**config.mk**
```make
export PLATFORM = sky130hd
export DESIGN_NAME = qspi_word_mem
export DESIGN_NICKNAME = d
export VERILOG_FILES = /design/src/rtl/qspi_mem_pkg.sv /design/src/rtl/qspi_addr_decode.sv /design/src/rtl/qspi_pin_map.sv /design/src/rtl/qspi_word_mem.sv
export SDC_FILE = /design/constraint.sdc
export NUM_CORES = 1
export LEC_CHECK = 0
export BUFFER_PORTS_ARGS = -buffer_cell sky130_fd_sc_hd__buf_4
export CAP_MARGIN = 20
export CORE_MARGIN = 1.5
export CORE_UTILIZATION = 58
export CTS_CLUSTER_SIZE = 30
export DETAILED_ROUTE_END_ITERATION = 8
export PLACE_DENSITY_LB_ADDON = 0.12
export SYNTH_ARGS = -nofsm -noshare
export SYNTH_HDL_FRONTEND = slang
export SYNTH_SLANG_ARGS = --single-unit
```
**constraint.sdc**
```tcl
create_clock -name clk -period 4.15 [get_ports clk]
set_input_delay 0.83 -clock clk [delete_from_list [all_inputs] [get_ports clk]]
set_output_delay 0.83 -clock clk [all_outputs]
set_load 0.03 [all_outputs]
```
**src/rtl/qspi_mem_pkg.sv**
```systemverilog
package qspi_mem_pkg;

    typedef enum logic [2:0] {
        ST_IDLE,
        ST_SEND,
        ST_WAIT,
        ST_XFER,
        ST_GAP
    } seq_state_t;

    typedef enum logic [1:0] {
        DEV_FLASH = 2'd0,
        DEV_RAM_A = 2'd1,
        DEV_RAM_B = 2'd2
    } mem_dev_t;

    function automatic logic [31:0] swap_bytes(input logic [31:0] w);
        return {w[7:0], w[15:8], w[23:16], w[31:24]};
    endfunction

endpackage

```
**src/rtl/qspi_addr_decode.sv**
```systemverilog
module qspi_addr_decode
    import qspi_mem_pkg::*;
#(
    parameter int          ADDR_W     = 28,
    parameter int          FLASH_BITS = 24,
    parameter int          RAM_BITS   = 23,
    parameter logic [7:0]  MODE_BYTE  = 8'hA0,
    parameter logic [7:0]  CMD_READ   = 8'h0B,
    parameter logic [7:0]  CMD_WRITE  = 8'h38
) (
    input  logic [ADDR_W-1:0]     addr,
    input  logic                  we,
    output mem_dev_t              dev,
    output logic [FLASH_BITS+7:0] header
);
    localparam int PAD_BITS = FLASH_BITS - RAM_BITS;

    always_comb begin
        if (!addr[FLASH_BITS]) begin
            dev    = DEV_FLASH;
            header = {addr[FLASH_BITS-1:0], MODE_BYTE};
        end else begin
            dev    = addr[RAM_BITS] ? DEV_RAM_B : DEV_RAM_A;
            header = {(we ? CMD_WRITE : CMD_READ), {PAD_BITS{1'b0}},
                      addr[RAM_BITS-1:0]};
        end
    end

endmodule

```
**src/rtl/qspi_pin_map.sv**
```systemverilog
module qspi_pin_map #(
    parameter int N_CS = 3
) (
    input  logic [N_CS-1:0] cs_n,
    input  logic            sck,
    input  logic [3:0]      sd_o,
    input  logic [3:0]      sd_oe,
    input  logic [7:0]      pad_in,
    output logic [7:0]      pad_out,
    output logic [7:0]      pad_oe,
    output logic [3:0]      sd_i
);
    localparam int CS_POS [3] = '{0, 6, 7};
    localparam int SD_POS [4] = '{1, 2, 4, 5};
    localparam int SCK_POS    = 3;

    always_comb begin
        pad_out = '0;
        pad_oe  = '0;
        sd_i    = '0;
        pad_out[SCK_POS] = sck;
        pad_oe[SCK_POS]  = 1'b1;
        for (int c = 0; c < N_CS; c++) begin
            pad_out[CS_POS[c]] = cs_n[c];
            pad_oe[CS_POS[c]]  = 1'b1;
        end
        for (int b = 0; b < 4; b++) begin
            pad_out[SD_POS[b]] = sd_o[b];
            pad_oe[SD_POS[b]]  = sd_oe[b];
            sd_i[b]            = pad_in[SD_POS[b]];
        end
    end

endmodule

```
**src/rtl/qspi_word_mem.sv**
```systemverilog
module qspi_word_mem
    import qspi_mem_pkg::*;
#(
    parameter int ADDR_W     = 28,
    parameter int DATA_W     = 32,
    parameter int FLASH_BITS = 24,
    parameter int RAM_BITS   = 23,
    parameter int FL_DUMMY   = 4,
    parameter int RAM_WAIT   = 4,
    parameter int GAP_CYC    = 2
) (
    input  logic              clk,
    input  logic              rst_n,
    input  logic              req,
    input  logic              we,
    input  logic [ADDR_W-1:0] addr,
    input  logic [DATA_W-1:0] wdata,
    output logic [DATA_W-1:0] rdata,
    output logic              done,
    input  logic [7:0]        pad_in,
    output logic [7:0]        pad_out,
    output logic [7:0]        pad_oe
);
    localparam int HDR_W     = FLASH_BITS + 8;
    localparam int HDR_NIBS  = HDR_W / 4;
    localparam int DATA_NIBS = DATA_W / 4;
    localparam int CNT_W     = $clog2(HDR_NIBS + DATA_NIBS + FL_DUMMY + RAM_WAIT);
    localparam int GAP_W     = $clog2(GAP_CYC + 1);

    seq_state_t         st, st_n;
    mem_dev_t           dec_dev, dev_q;
    logic [HDR_W-1:0]   dec_hdr, hdr_q;
    logic [DATA_W-1:0]  dsh_q;
    logic [CNT_W-1:0]   cnt_q, limit;
    logic [GAP_W-1:0]   gap_q;
    logic               phase_q, we_q, last, active;
    logic [2:0]         cs_n;
    logic               sck;
    logic [3:0]         sd_o, sd_oe, sd_i;
    logic               flash_wr;

    qspi_addr_decode #(
        .ADDR_W    (ADDR_W),
        .FLASH_BITS(FLASH_BITS),
        .RAM_BITS  (RAM_BITS)
    ) u_dec (
        .addr  (addr),
        .we    (we),
        .dev   (dec_dev),
        .header(dec_hdr)
    );

    qspi_pin_map #(.N_CS(3)) u_pins (
        .cs_n   (cs_n),
        .sck    (sck),
        .sd_o   (sd_o),
        .sd_oe  (sd_oe),
        .pad_in (pad_in),
        .pad_out(pad_out),
        .pad_oe (pad_oe),
        .sd_i   (sd_i)
    );

    assign flash_wr = we && (dec_dev == DEV_FLASH);

    // nibble count of the current phase
    always_comb begin
        unique case (st)
            ST_SEND: limit = CNT_W'(HDR_NIBS);
            ST_WAIT: limit = (dev_q == DEV_FLASH) ? CNT_W'(FL_DUMMY) : CNT_W'(RAM_WAIT);
            ST_XFER: limit = CNT_W'(DATA_NIBS);
            default: limit = CNT_W'(1);
        endcase
    end

    assign last = phase_q && (cnt_q == limit - CNT_W'(1));

    // next-state logic
    always_comb begin
        st_n = st;
        unique case (st)
            ST_IDLE: if (req)  st_n = flash_wr ? ST_GAP : ST_SEND;
            ST_SEND: if (last) st_n = we_q ? ST_XFER : ST_WAIT;
            ST_WAIT: if (last) st_n = ST_XFER;
            ST_XFER: if (last) st_n = ST_GAP;
            ST_GAP:  if (gap_q == GAP_W'(GAP_CYC - 1)) st_n = ST_IDLE;
            default: st_n = ST_IDLE;
        endcase
    end

    // state register and datapath
    always_ff @(posedge clk or negedge rst_n) begin
        if (!rst_n) begin
            st      <= ST_IDLE;
            phase_q <= 1'b0;
            cnt_q   <= '0;
            gap_q   <= '0;
            dev_q   <= DEV_FLASH;
            we_q    <= 1'b0;
            hdr_q   <= '0;
            dsh_q   <= '0;
            rdata   <= '0;
            done    <= 1'b0;
        end else begin
            st   <= st_n;
            done <= 1'b0;
            unique case (st)
                ST_IDLE: begin
                    phase_q <= 1'b0;
                    cnt_q   <= '0;
                    gap_q   <= '0;
                    if (req) begin
                        dev_q <= dec_dev;
                        we_q  <= we;
                        hdr_q <= dec_hdr;
                        dsh_q <= swap_bytes(wdata);
                        if (flash_wr) done <= 1'b1;
                    end
                end
                ST_SEND, ST_WAIT, ST_XFER: begin
                    phase_q <= ~phase_q;
                    if (phase_q) begin
                        cnt_q <= last ? '0 : cnt_q + CNT_W'(1);
                        if (st == ST_SEND) hdr_q <= {hdr_q[HDR_W-5:0], 4'h0};
                        if (st == ST_XFER) begin
                            dsh_q <= {dsh_q[DATA_W-5:0], (we_q ? 4'h0 : sd_i)};
                            if (last) begin
                                done <= 1'b1;
                                if (!we_q) rdata <= swap_bytes({dsh_q[DATA_W-5:0], sd_i});
                            end
                        end
                    end
                end
                ST_GAP: gap_q <= gap_q + GAP_W'(1);
                default: ;
            endcase
        end
    end

    // pin-level outputs
    always_comb begin
        active = (st == ST_SEND) || (st == ST_WAIT) || (st == ST_XFER);
        cs_n   = 3'b111;
        if (active) cs_n[dev_q] = 1'b0;
        sck    = active && phase_q;
        sd_o   = 4'h0;
        sd_oe  = 4'h0;
        unique case (st)
            ST_SEND: begin
                sd_o  = hdr_q[HDR_W-1:HDR_W-4];
                sd_oe = 4'hF;
            end
            ST_XFER: if (we_q) begin
                sd_o  = dsh_q[DATA_W-1:DATA_W-4];
                sd_oe = 4'hF;
            end
            default: ;
        endcase
    end

    // assertions
    logic [2:0] pin_cs_n;
    logic       cs_low;
    assign pin_cs_n = {pad_out[7], pad_out[6], pad_out[0]};
    assign cs_low   = (pin_cs_n != 3'b111);

    a_r12_one_select: assert property (@(posedge clk) disable iff (!rst_n)
        $onehot0(~pin_cs_n));

    a_r7_sck_toggles: assert property (@(posedge clk) disable iff (!rst_n)
        (cs_low && $past(cs_low)) |-> (pad_out[3] != $past(pad_out[3])));

    a_r1_sck_idle_low: assert property (@(posedge clk) disable iff (!rst_n)
        !cs_low |-> !pad_out[3]);

    a_r9_gap_held: assert property (@(posedge clk) disable iff (!rst_n)
        $rose(&pin_cs_n) |=> (&pin_cs_n));

    a_r8_release_after_header: assert property (@(posedge clk) disable iff (!rst_n)
        ($past(st == ST_SEND) && st == ST_WAIT) |-> (pad_oe[1] == 1'b0 && pad_oe[5] == 1'b0));

    a_r10_flash_write_quiet: assert property (@(posedge clk) disable iff (!rst_n)
        (st == ST_IDLE && req && we && !addr[FLASH_BITS]) |=> (done && (&pin_cs_n)));

    a_r11_done_single: assert property (@(posedge clk) disable iff (!rst_n)
        done |=> !done);

endmodule

```
; Word level (Yosys, flattened, before mapping)
; Cells that the tools add are included.
[word_totals]
ff_bits = 111
out_inout_bits = 49
in_bits = 72
elab_cells = 90
[op_classes]
order_cmp = 2
n_reduce_logical = 18
addsub = 3
bitwise_logic = 3
n_eq_ne = 14
n_mux = 40
[op_table]
columns = op, count
row1 = 32-bit two-way mux, 7
row2 = 32-bit one-hot mux with 2 select lines, 2
row3 = 4-bit one-hot mux with 2 select lines, 3
row4 = 3-bit two-way mux, 7
row5 = 2-bit inequality test (second input constant), 8
row6 = 3-bit one-hot mux with 5 select lines, 1
row7 = 4-bit two-way mux, 3
row8 = 5-bit two-way mux, 2
row9 = 5-bit one-hot mux with 2 select lines, 1
row10 = 5-bit AND reduction, 2
row11 = 4-bit AND reduction, 2
row12 = 1-bit two-way mux, 7
row13 = 3-bit by 2-bit == test with 1-bit output (second input constant), 2
row14 = 6-bit two-way mux, 1
row15 = 5-bit by 1-bit adder with 5-bit output (second input constant), 1
row16 = 5-bit == test, 1
row17 = 5-bit by 1-bit subtractor with 5-bit output (second input constant), 1
row18 = 1-bit logical AND, 4
row19 = 2-bit two-way mux, 2
row20 = 1-bit one-hot mux with 2 select lines, 2
row21 = 2-bit one-hot mux with 2 select lines, 1
row22 = 2-bit AND reduction, 2
row23 = 2-bit nonzero test, 2
row24 = 3-bit by 1-bit == test with 1-bit output (second input constant), 1
row25 = 13 further kinds, 15

; Longest topological paths before layout
; Gate-level depths: netlist of the first run.
[logic_depth]
word_depth = 10
ltp_mapped = 7
mapped_depth_nobuf = 5

; By module
; From an unflattened synthesis of the first run, not the netlist that was laid out.
[unflattened]
cells_unflattened = 515
hier_area_um2 = 5676.7
[by_module_without_submodules]
columns = mod, seq_area_each_um2, area_each_um2, instances, cells_each
row1 = qspi_word_mem, 2777.7, 5136.2, 1, 450
row2 = qspi_addr_decode, 0.0, 386.6, 1, 44
row3 = qspi_pin_map, 0.0, 153.9, 1, 21

; Worst setup path after synthesis of the first run
; OpenSTA, ideal clock, no wires.
[synth_path]
kind = reg2out
from = register st[0]
to = output port pad_out[7]
path_buffers = 3
arrival_time_ns = 1.719
slack_ns = 1.601
stages_incl_launch_ff = 7
t_required_ns = 3.320
cell_sequence = dfrtp_1 buf_2 nor2_1 nor2_1 clkbuf_1 buf_1 nand3b_1
[synth_via]
elab_chain_len = 4
word_cells_on_any_way = 6
classes_between = 3 x eq/ne / 1 x mux / 2 x reduce/logical
[synth_rtl]
columns = element, line
row1 = "start, declared", qspi_word_mem.sv:30  ; seq_state_t st, st_n;
row2 = "start signal, assigned", qspi_word_mem.sv:105  ; st <= st_n;
row3 = 3-bit by 1-bit == test with 1-bit output or 3-bit by 2-bit == test with 1-bit output (tied branches), qspi_word_mem.sv:142  ; active = (st == ST_SEND) || (st == ST_WAIT) || (st == ST_XFER);
row4 = 1-bit logical OR, qspi_word_mem.sv:142
row5 = 1-bit logical OR (*), qspi_word_mem.sv:142
row6 = 3-bit two-way mux (*), qspi_word_mem.sv:144  ; if (active) cs_n[dev_q] = 1'b0;
row7 = "end, declared", qspi_word_mem.sv:21  ; output logic [7:0] pad_out,
; Every way passes the cells marked *; elsewhere a longest branch is shown, timed or not.

; Worst setup path after layout of the first run
[layout_path]
from = register st[1]
to = output port pad_out[3]
[layout_via]
elab_chain_len = 4
word_cells_on_any_way = 6
classes_between = 3 x eq/ne / 3 x reduce/logical
[layout_rtl]
columns = element, line
row1 = 3-bit by 1-bit == test with 1-bit output or 3-bit by 2-bit == test with 1-bit output (tied branches), qspi_word_mem.sv:142
row2 = 1-bit logical OR, qspi_word_mem.sv:142
row3 = 1-bit logical OR (*), qspi_word_mem.sv:142
row4 = 1-bit logical AND (*), qspi_word_mem.sv:145  ; sck = active && phase_q;
; Marks and branches as above.

==> impl_metrics.env, run 1 <==
export IMPL_status="complete, no violations"
export IMPL_r2r_end="st[1]$_DFFE_PN0P_"
export IMPL_initialDrtViolationCount=141
export IMPL_drc=0
export IMPL_layout_worst_path_cycle_share_pct=75.6
export IMPL_grt_use_total_pct=24.9
export IMPL_dpl_hpwl_microns=7530
export IMPL_antenna_found_initial=0
export IMPL_regArea_sq_um=2780
export IMPL_place_congestion=0.843
export IMPL_yosysSeqAreaShare_pct=53.4
export IMPL_vias=4091
export IMPL_power_density_nw_per_um2=735
export IMPL_drt_wirelength_per_cell_microns=15.0
export IMPL_fillers=678
export IMPL_nets=706
export IMPL_clock_sinks=111
export IMPL_rsz0062_at_grt="false"
export IMPL_final_area_sq_um=6240
export IMPL_coreArea_sq_um=8720
export IMPL_critPathCaptureType="output pin"
export IMPL_critPathMaxFanout=29
export IMPL_clkTransAtPathRegs_ns=0.11
export IMPL_synth_seq_cells=111
export IMPL_yosysUniqueCellTypes=40
export IMPL_reg2reg_from="st[1]$_DFFE_PN0P_"
export IMPL_avgSynthCellArea_sq_um=9.55
export IMPL_first_pass_iters=4
export IMPL_layout_common_cells="nand2_1 (121), buf_4 (115), dfrtp_1 (111)"
export IMPL_cts_resized=0
export IMPL_hold_viol_final=0
export IMPL_final_common_cell="nand2_1"
export IMPL_power_w=0.00459
export IMPL_htreeDepth=3
export IMPL_skew_ns=0.0134
export IMPL_worst_pin_slew_ns=0.799
export IMPL_syn_cell_area_sq_um=5200
export IMPL_portBuffers=109
export IMPL_start_util_pct=59.7
export IMPL_die_x_microns=97.7
export IMPL_tritoncts="yes"
export IMPL_grt_overflow=0
export IMPL_n_antenna_cell=0
export IMPL_syn_inst=545
export IMPL_worstSetupStartpointType="flip-flop"
export IMPL_multi_input_area_sq_um=2220
export IMPL_final_antenna_net_count=0
export IMPL_grt_pass1_wl_microns=19200
export IMPL_maxSlewHeadroom_pct=46.6
export IMPL_area_growth_pct=20.0
export IMPL_numCtsBuffers=9
export IMPL_irDropWorstVdd_mv=0.382
export IMPL_finalSetupViolCount=0
export IMPL_max_cap_violations=0
export IMPL_leakagePower_nw=2.99
export IMPL_cts_hold_buf=0
export IMPL_dpl_cell_count=728
export IMPL_crit_required_ns=3.32
export IMPL_crit_type="flip-flop to output pin"
export IMPL_rrSetupSlack_ns=1.40
export IMPL_synth_warnings=0
export IMPL_io_pins=121
export IMPL_grt_pass1_vias=4006
export IMPL_drive_gt1_share_pct=27.0
export IMPL_post_cts_setup_buffer_count=0
export IMPL_die_h_microns=97.7
export IMPL_cp_arrival_ns=2.31
export IMPL_fmax_mhz=319
export IMPL_setup_tns_ns=0
export IMPL_rows=34
export IMPL_dieArea_sq_um=9550
export IMPL_wl_microns=11100
export IMPL_layout_cells_non_filler=745
export IMPL_grt_max_degree=87
export IMPL_utilization_pct=71.6
export IMPL_slew_violations=0
export IMPL_vias_per_cell=5.49
export IMPL_fin_crit_ns=3.14
export IMPL_insertion_delay_ns=0.38
export IMPL_hold_path_class="primary input to asynchronous set/reset pin"
export IMPL_root_buffer="clkbuf_8"
export IMPL_reg2regPathDepth=6
export IMPL_clockBufferDepth=2
export IMPL_placed_area_sq_um=6020
[kinds of logic after synthesis]
kind of cell | share of synthesized area [%]
flops | 53.4
buf+inv | 4.64
compound gates | 13.9
simple gates | 16.7
fa+ha+maj | 0.481
mux | 10.8
other cells | 0.0721
[worst max-delay path by stage]
| stage | start | to | slack [ns] | depth (start not counted) |
|---|---|---|---|---|
| 6_report | st[1]$_DFFE_PN0P_ | pad_out[3] | 1.01 | 4 |
| 5_1_grt | st[1]$_DFFE_PN0P_ | pad_out[3] | 0.82 | 4 |
| 4_1_cts | st[1]$_DFFE_PN0P_ | pad_out[3] | 0.99 | 4 |
| 3_3_place_gp | st[1]$_DFFE_PN0P_ | st[1]$_DFFE_PN0P_ | 1.45 | 6 |
| 3_5_place_dp | st[1]$_DFFE_PN0P_ | st[1]$_DFFE_PN0P_ | 1.40 | 6 |
| 2_1_floorplan | st[0]$_DFFE_PN0P_ | pad_out[7] | 1.60 | 6 |
[routing by layer]
metal  vias up  routed length [microns]  track usage (%)
met5         -                        0                0
li1       2037                        -                -
met4         0                      125             7.69
met3        11                      491             4.75
met1      1936                     5220             34.5
met2       107                     5310             40.1
[flip-flops by register name, indices dropped and copies added (netlist names)]
signal   count
gap_q        2
cnt_q        5
dev_q        2
dsh_q       32
we_q         1
phase_q      1
st           3
done         1
hdr_q       32
rdata       32
[Yosys cell counts, drive strengths merged]
library cell / count / area (sq um)
ha: 2 / 25.0
nor2b: 1 / 6.26
o31ai: 2 / 15.0
a31oi: 28 / 175
o311ai: 2 / 17.5
mux2: 35 / 394
nand2b: 1 / 6.26
inv: 6 / 22.5
nand3b: 2 / 15.0
or2: 1 / 6.26
clkbuf: 26 / 97.6
nand2: 121 / 454
nor4: 1 / 21.3
a21oi: 28 / 144
o21bai: 1 / 7.51
and2: 1 / 6.26
nand3: 11 / 55.1
a22o: 4 / 35.0
conb: 1 / 3.75
nor3: 5 / 25.0
or3: 4 / 25.0
nor3b: 2 / 15.0
o21ai: 57 / 285
o211ai: 1 / 12.5
a221oi: 1 / 15.0
a21o: 1 / 7.51
and3: 10 / 62.6
and2b: 1 / 7.51
nor2: 43 / 161
o32ai: 1 / 8.76
mux2i: 17 / 170
buf: 17 / 121
dfrtp: 111 / 2780
[report_power, final]
group	internal (W)	switching, W
logic	0.000798	0.00133
clock network	0.000237	0.000404
registers	0.00150	0.000316
total	0.00254	0.00205
[worst max-delay path, stage by stage (launching register included)]
cell,delay [ns]
dfrtp_1,0.65
nor2_1,0.30
nor2_4,0.59
and2_1,0.23
buf_4,0.16
[area by class of cell]
class	instances	share of cell area, %
clock buffer	9	1.98
clock inverter	7	1.16
inverter	6	0.361
multi-input combinational	388	35.6
sequential	111	44.5
tap	108	2.16
timing repair buffer	116	14.3
[through the flow]
| step | hold slack [ns] | worst slack, ns |
|---|---|---|
| finish | 0.273 | 1.01 |
| global route | 0.261 | 0.816 |
| CTS | 0.490 | 0.985 |
| detailed placement | 0.465 | 1.40 |
| global placement | 0.457 | 1.45 |
| floorplan | 0.445 | 1.60 |
No activity file was read; power rests on OpenSTA's default activity.
==> run 2, diff against run 1 <==
--- a/config.mk
+++ b/config.mk
@@ -8,7 +8,7 @@
 export BUFFER_PORTS_ARGS = -buffer_cell sky130_fd_sc_hd__buf_4
 export CAP_MARGIN = 20
 export CORE_MARGIN = 1.5
-export CORE_UTILIZATION = 58
+export CORE_UTILIZATION = 54
 export CTS_CLUSTER_SIZE = 30
 export DETAILED_ROUTE_END_ITERATION = 8
 export PLACE_DENSITY_LB_ADDON = 0.12
==> constraint.sdc (replaced) <==
create_clock -name clk -period 3.29 [get_ports clk]
set_input_delay 0.658 -clock clk [delete_from_list [all_inputs] [get_ports clk]]
set_output_delay 0.658 -clock clk [all_outputs]
set_load 0.03 [all_outputs]
==> run 2 against run 1 <==
Power increased by 27%. First-iteration DRC count increased by 11%. Sequential share of layout area decreased by 0.098 points. Combinational power grew 27%. Design area is 0.22% higher. Non-clock buffer count is 1 lower. Global-route usage decreased by 1.0 points. Largest cell class unchanged.
==> impl_metrics.env, run 2 (synthesized netlist as in run 1, its figures left out) <==
export IMPL_skew_ns=0.0152
export IMPL_rows=35
export IMPL_layout_common_cells="nand2_1 (121), buf_4 (114), dfrtp_1 (111)"
export IMPL_cts_resized=0
export IMPL_clockBufferDepth=2
export IMPL_cts_hold_buf=0
export IMPL_place_congestion=0.856
export IMPL_p_switching_w=0.00259
export IMPL_crit_required_ns=2.63
export IMPL_layout_worst_path_cycle_share_pct=87.8
export IMPL_reg_top3="dsh_q (32), hdr_q (32), rdata (32)"
export IMPL_area_growth_pct=20.3
export IMPL_root_buffer="clkbuf_8"
export IMPL_seq_power_share_pct=39.5
export IMPL_grt_max_degree=73
export IMPL_nets=705
export IMPL_n_antenna_cell=0
export IMPL_hold_viol_final=0
export IMPL_antenna_found_initial=0
export IMPL_numCtsBuffers=9
export IMPL_crit_start="st[1]$_DFFE_PN0P_"
export IMPL_fmax_mhz=346
export IMPL_setup_tns_ns=0
export IMPL_coreArea_sq_um=9280
export IMPL_die_x_microns=101
export IMPL_slew_violations=0
export IMPL_dpl_hpwl_microns=7810
export IMPL_swShare_pct=44.6
export IMPL_grt_pass1_vias=3949
export IMPL_comb_power_share_pct=46.6
export IMPL_worst_pin_slew_ns=0.664
export IMPL_fin_crit_ns=2.89
export IMPL_grt_overflow=0
export IMPL_critPathCaptureType="output pin"
export IMPL_hold_path_class="primary input to asynchronous set/reset pin"
export IMPL_insertion_delay_ns=0.37
export IMPL_io_pins=121
export IMPL_first_pass_iters=4
export IMPL_clock_sinks=111
export IMPL_critPathMaxFanout=25
export IMPL_tritoncts="yes"
export IMPL_leakagePower_nw=2.98
export IMPL_status="complete, no violations"
export IMPL_utilization_pct=67.4
export IMPL_rsz0062_at_grt="false"
export IMPL_vias_per_cell=5.36
export IMPL_power_density_nw_per_um2=929
export IMPL_grt_use_total_pct=23.9
export IMPL_htreeDepth=3
export IMPL_p_clk_share_pct=13.9
export IMPL_post_cts_setup_buffer_count=0
export IMPL_irDropWorstVdd_mv=0.419
export IMPL_start_util_pct=56.0
export IMPL_crit_type="flip-flop to output pin"
export IMPL_drt_wirelength_per_cell_microns=15.1
export IMPL_finalSetupViolCount=0
export IMPL_reg2reg_from="st[2]$_DFFE_PN0P_"
export IMPL_portBuffers=109
export IMPL_drive_gt1_share_pct=26.9
export IMPL_wl_microns=11600
export IMPL_maxSlewHeadroom_pct=55.6
export IMPL_final_common_cell="nand2_1"
export IMPL_initialDrtViolationCount=157
export IMPL_p_int_w=0.00322
export IMPL_max_cap_violations=0
export IMPL_worstSetupStartpointType="flip-flop"
export IMPL_cp_arrival_ns=2.23
export IMPL_drc=0
export IMPL_final_antenna_net_count=0
export IMPL_dieArea_sq_um=10200
export IMPL_vias=4104
export IMPL_clkTransAtPathRegs_ns=0.11
export IMPL_grt_pass1_wl_microns=19100
export IMPL_die_h_microns=101
[run 2: critical path, stage by stage (launching register included)]
cell and delay, ns:
dfrtp_1 0.65, nor2_1 0.29, nor2_4 0.54, and2_1 0.22, buf_4 0.16
[run 2: power by group through the flow]
stage          Sequential [W]  Clock, W  Combinational (W)
6_report              0.00230  0.000809            0.00271
5_1_grt               0.00237  0.000881            0.00305
4_1_cts               0.00230  0.000833            0.00274
3_5_place_dp          0.00232         0            0.00273
3_3_place_gp          0.00229         0            0.00265
2_1_floorplan         0.00244         0            0.00176
[run 2: worst paths after layout]
check / endpoint / slack, ns / depth (start not counted)
max reg2reg: rdata[9]$_DFFE_PN0P_ / 0.62 / 6
max in group asynchronous: cnt_q[3]$_DFFE_PN0P_ / 2.30 / 2
max: pad_out[3] / 0.40 / 4
min: phase_q$_DFFE_PN0P_ / 0.25 / 1
min in group clk: hdr_q[10]$_DFFE_PN0P_ / 0.48 / 2
min reg2reg: hdr_q[10]$_DFFE_PN0P_ / 0.48 / 2
[run 2: stage by stage]
stage / area, sq um / cells / setup slack (ns) / power [W] / hold WS [ns]
6_report: 6260 / 765 / 0.401 / 0.00581 / 0.247
5_1_grt: 6260 / 765 / 0.252 / 0.00630 / 0.268
4_1_cts: 6260 / 765 / 0.402 / 0.00587 / 0.252
3_5_place_dp: 6060 / 749 / 0.642 / 0.00505 / 0.465
3_3_place_gp: 6060 / 749 / 0.684 / 0.00494 / 0.456
2_1_floorplan: 5210 / 548 / 0.913 / 0.00421 / 0.362
[run 2: per-layer routing]
layer  GRT usage [%]  share of wire (%)
met4            6.30                1.6
met3            5.04                5.6
met1            34.0                 46
met5               0                  0
met2            37.6                 47
[run 2: final cells by class]
| cell class | count | area (sq um) |
|---|---|---|
| timing repair buffer | 115 | 876 |
| clock buffer | 10 | 138 |
| inverter | 6 | 22.5 |
| multi-input combinational | 388 | 2220 |
| fill | 778 | 3030 |
| tap | 129 | 161 |
| sequential | 111 | 2780 |
| clock inverter | 6 | 61.3 |
==> run 3, diff against run 2 <==
--- a/config.mk
+++ b/config.mk
@@ -11,7 +11,7 @@
 export CORE_UTILIZATION = 54
 export CTS_CLUSTER_SIZE = 30
 export DETAILED_ROUTE_END_ITERATION = 8
-export PLACE_DENSITY_LB_ADDON = 0.12
+export PLACE_DENSITY = 0.88
 export SYNTH_ARGS = -nofsm -noshare
 export SYNTH_HDL_FRONTEND = slang
 export SYNTH_SLANG_ARGS = --single-unit
==> run 3 against run 2 <==
Combinational power hardly changed. Via count is 3.6% higher. Sequential share of layout area hardly changed. Global-route usage is 0.89 points higher. Final cell count is 0.13% higher. Clock power hardly changed. First-iteration DRC count is 47% higher. Register-to-register slack hardly changed. Design area hardly changed. Utilization is 0.054 points higher. Flip-flop and latch count stayed put. Worst hold slack better by 0.15 ns. Largest power group unchanged.
==> impl_metrics.env, run 3 (synthesized netlist as in run 1, its figures left out) <==
export IMPL_cp_arrival_ns=2.25
export IMPL_dpl_cell_count=750
export IMPL_setup_tns_ns=0
export IMPL_worst_pin_slew_ns=0.909
export IMPL_worstSetupStartpointType="flip-flop"
export IMPL_layout_common_cells="nand2_1 (121), buf_4 (115), dfrtp_1 (111)"
export IMPL_clock_sinks=111
export IMPL_nets=706
export IMPL_wl_microns=12100
export IMPL_vias_per_cell=5.55
export IMPL_critPathMaxFanout=25
export IMPL_fmax_mhz=344
export IMPL_numCtsBuffers=9
export IMPL_maxSlewHeadroom_pct=39.4
export IMPL_root_buffer="clkbuf_8"
export IMPL_io_pins=121
export IMPL_rsz0062_at_grt="false"
export IMPL_die_x_microns=101
export IMPL_drt_wirelength_per_cell_microns=15.7
export IMPL_initialDrtViolationCount=231
export IMPL_drive_gt1_share_pct=27.0
export IMPL_crit_path_top_delay_cell="dfrtp_1"
export IMPL_die_h_microns=101
export IMPL_layout_worst_path_cycle_share_pct=88.3
export IMPL_grt_pass1_vias=4242
export IMPL_cts_hold_buf=0
export IMPL_leakagePower_nw=2.99
export IMPL_layout_cells_non_filler=766
export IMPL_antenna_found_initial=0
export IMPL_skew_ns=0.0149
export IMPL_hold_slack_ns=0.400
export IMPL_grt_pass1_wl_microns=20100
export IMPL_n_antenna_cell=0
export IMPL_finalSetupViolCount=0
export IMPL_cp_num_cells=4
export IMPL_tritoncts="yes"
export IMPL_crit_family="simple AND/OR/NAND/NOR gates"
export IMPL_max_cap_violations=0
export IMPL_final_antenna_net_count=0
export IMPL_dpl_hpwl_microns=8390
export IMPL_path_cells="nor2_1 -> nor2_4 -> and2_1 -> buf_4"
export IMPL_area_growth_pct=20.4
export IMPL_clkTransAtPathRegs_ns=0.12
export IMPL_cts_resized=0
export IMPL_fin_crit_ns=2.90
export IMPL_htreeDepth=3
export IMPL_drc=0
export IMPL_power_density_nw_per_um2=937
export IMPL_path_buf_inv=1
export IMPL_crit_required_ns=2.63
export IMPL_placed_area_sq_um=6070
export IMPL_reg_top3="dsh_q (32), hdr_q (32), rdata (32)"
export IMPL_utilization_pct=67.5
export IMPL_dieArea_sq_um=10200
export IMPL_final_area_sq_um=6260
export IMPL_irDropWorstVdd_mv=0.538
export IMPL_grt_max_degree=74
export IMPL_coreArea_sq_um=9280
export IMPL_hold_viol_final=0
export IMPL_clockBufferDepth=2
export IMPL_critPathCaptureType="output pin"
export IMPL_crit_type="flip-flop to output pin"
export IMPL_rows=35
export IMPL_cpPeakStageDelay_ns=0.66
export IMPL_grt_overflow=0
export IMPL_first_pass_iters=5
export IMPL_grt_use_total_pct=24.7
export IMPL_reg2regPathDepth=6
export IMPL_hold_path_class="primary input to asynchronous set/reset pin"
export IMPL_status="complete, no violations"
export IMPL_insertion_delay_ns=0.37
export IMPL_place_congestion=0.917
export IMPL_post_cts_setup_buffer_count=0
export IMPL_final_common_cell="nand2_1"
export IMPL_slew_violations=0
export IMPL_start_util_pct=56.0
export IMPL_portBuffers=109
export IMPL_vias=4251
## run 3: changes by cell type in the layout (fill, tap and decap cells not counted), sizes merged
cell,change
clkinv,+2
buf,+1
clkbuf,-1
clkinvlp,-1
## run 3: worst paths after layout
kind	startpoint	to	slack, ns
min in group clk	hdr_q[14]$_DFFE_PN0P_	hdr_q[14]$_DFFE_PN0P_	0.49
max in group asynchronous	rst_n	hdr_q[13]$_DFFE_PN0P_	2.14
worst min-delay path	rst_n	rdata[14]$_DFFE_PN0P_	0.40
worst max register to register	st[2]$_DFFE_PN0P_	rdata[29]$_DFFE_PN0P_	0.61
worst min register to register	hdr_q[14]$_DFFE_PN0P_	hdr_q[14]$_DFFE_PN0P_	0.49
worst max-delay path	st[1]$_DFFE_PN0P_	pad_out[3]	0.39
## run 3: final cells by class
cell class              count  area, sq um
flip-flops and latches    111         2780
multi-input cells         388         2220
well taps                 129          161
clock inverters             7         72.6
inverters                   6         22.5
fillers                   756         3020
clock buffers               9          124
repair buffers            116          883
## run 3: per-layer routing
layer / track usage (%) / part of all wire (%)
met4: 8.97 / 2.7
met3: 4.07 / 4.1
met5: 0 / 0
met1: 33.6 / 43
met2: 40.6 / 50
## run 3: stage by stage
stage          setup WS (ns)  total power [W]
2_1_floorplan          0.913          0.00421
5_1_grt                0.267          0.00633
3_5_place_dp           0.662          0.00509
6_report               0.385          0.00587
3_3_place_gp           0.720          0.00493
4_1_cts                0.391          0.00590
## run 3: power by group
| part | total (W) | leakage (nW) | internal [W] | switching (W) |
|---|---|---|---|---|
| clock | 0.000812 | 0.102 | 0.000301 | 0.000510 |
| combinational | 0.00274 | 1.51 | 0.00102 | 0.00173 |
| sequential | 0.00231 | 1.38 | 0.00190 | 0.000413 |
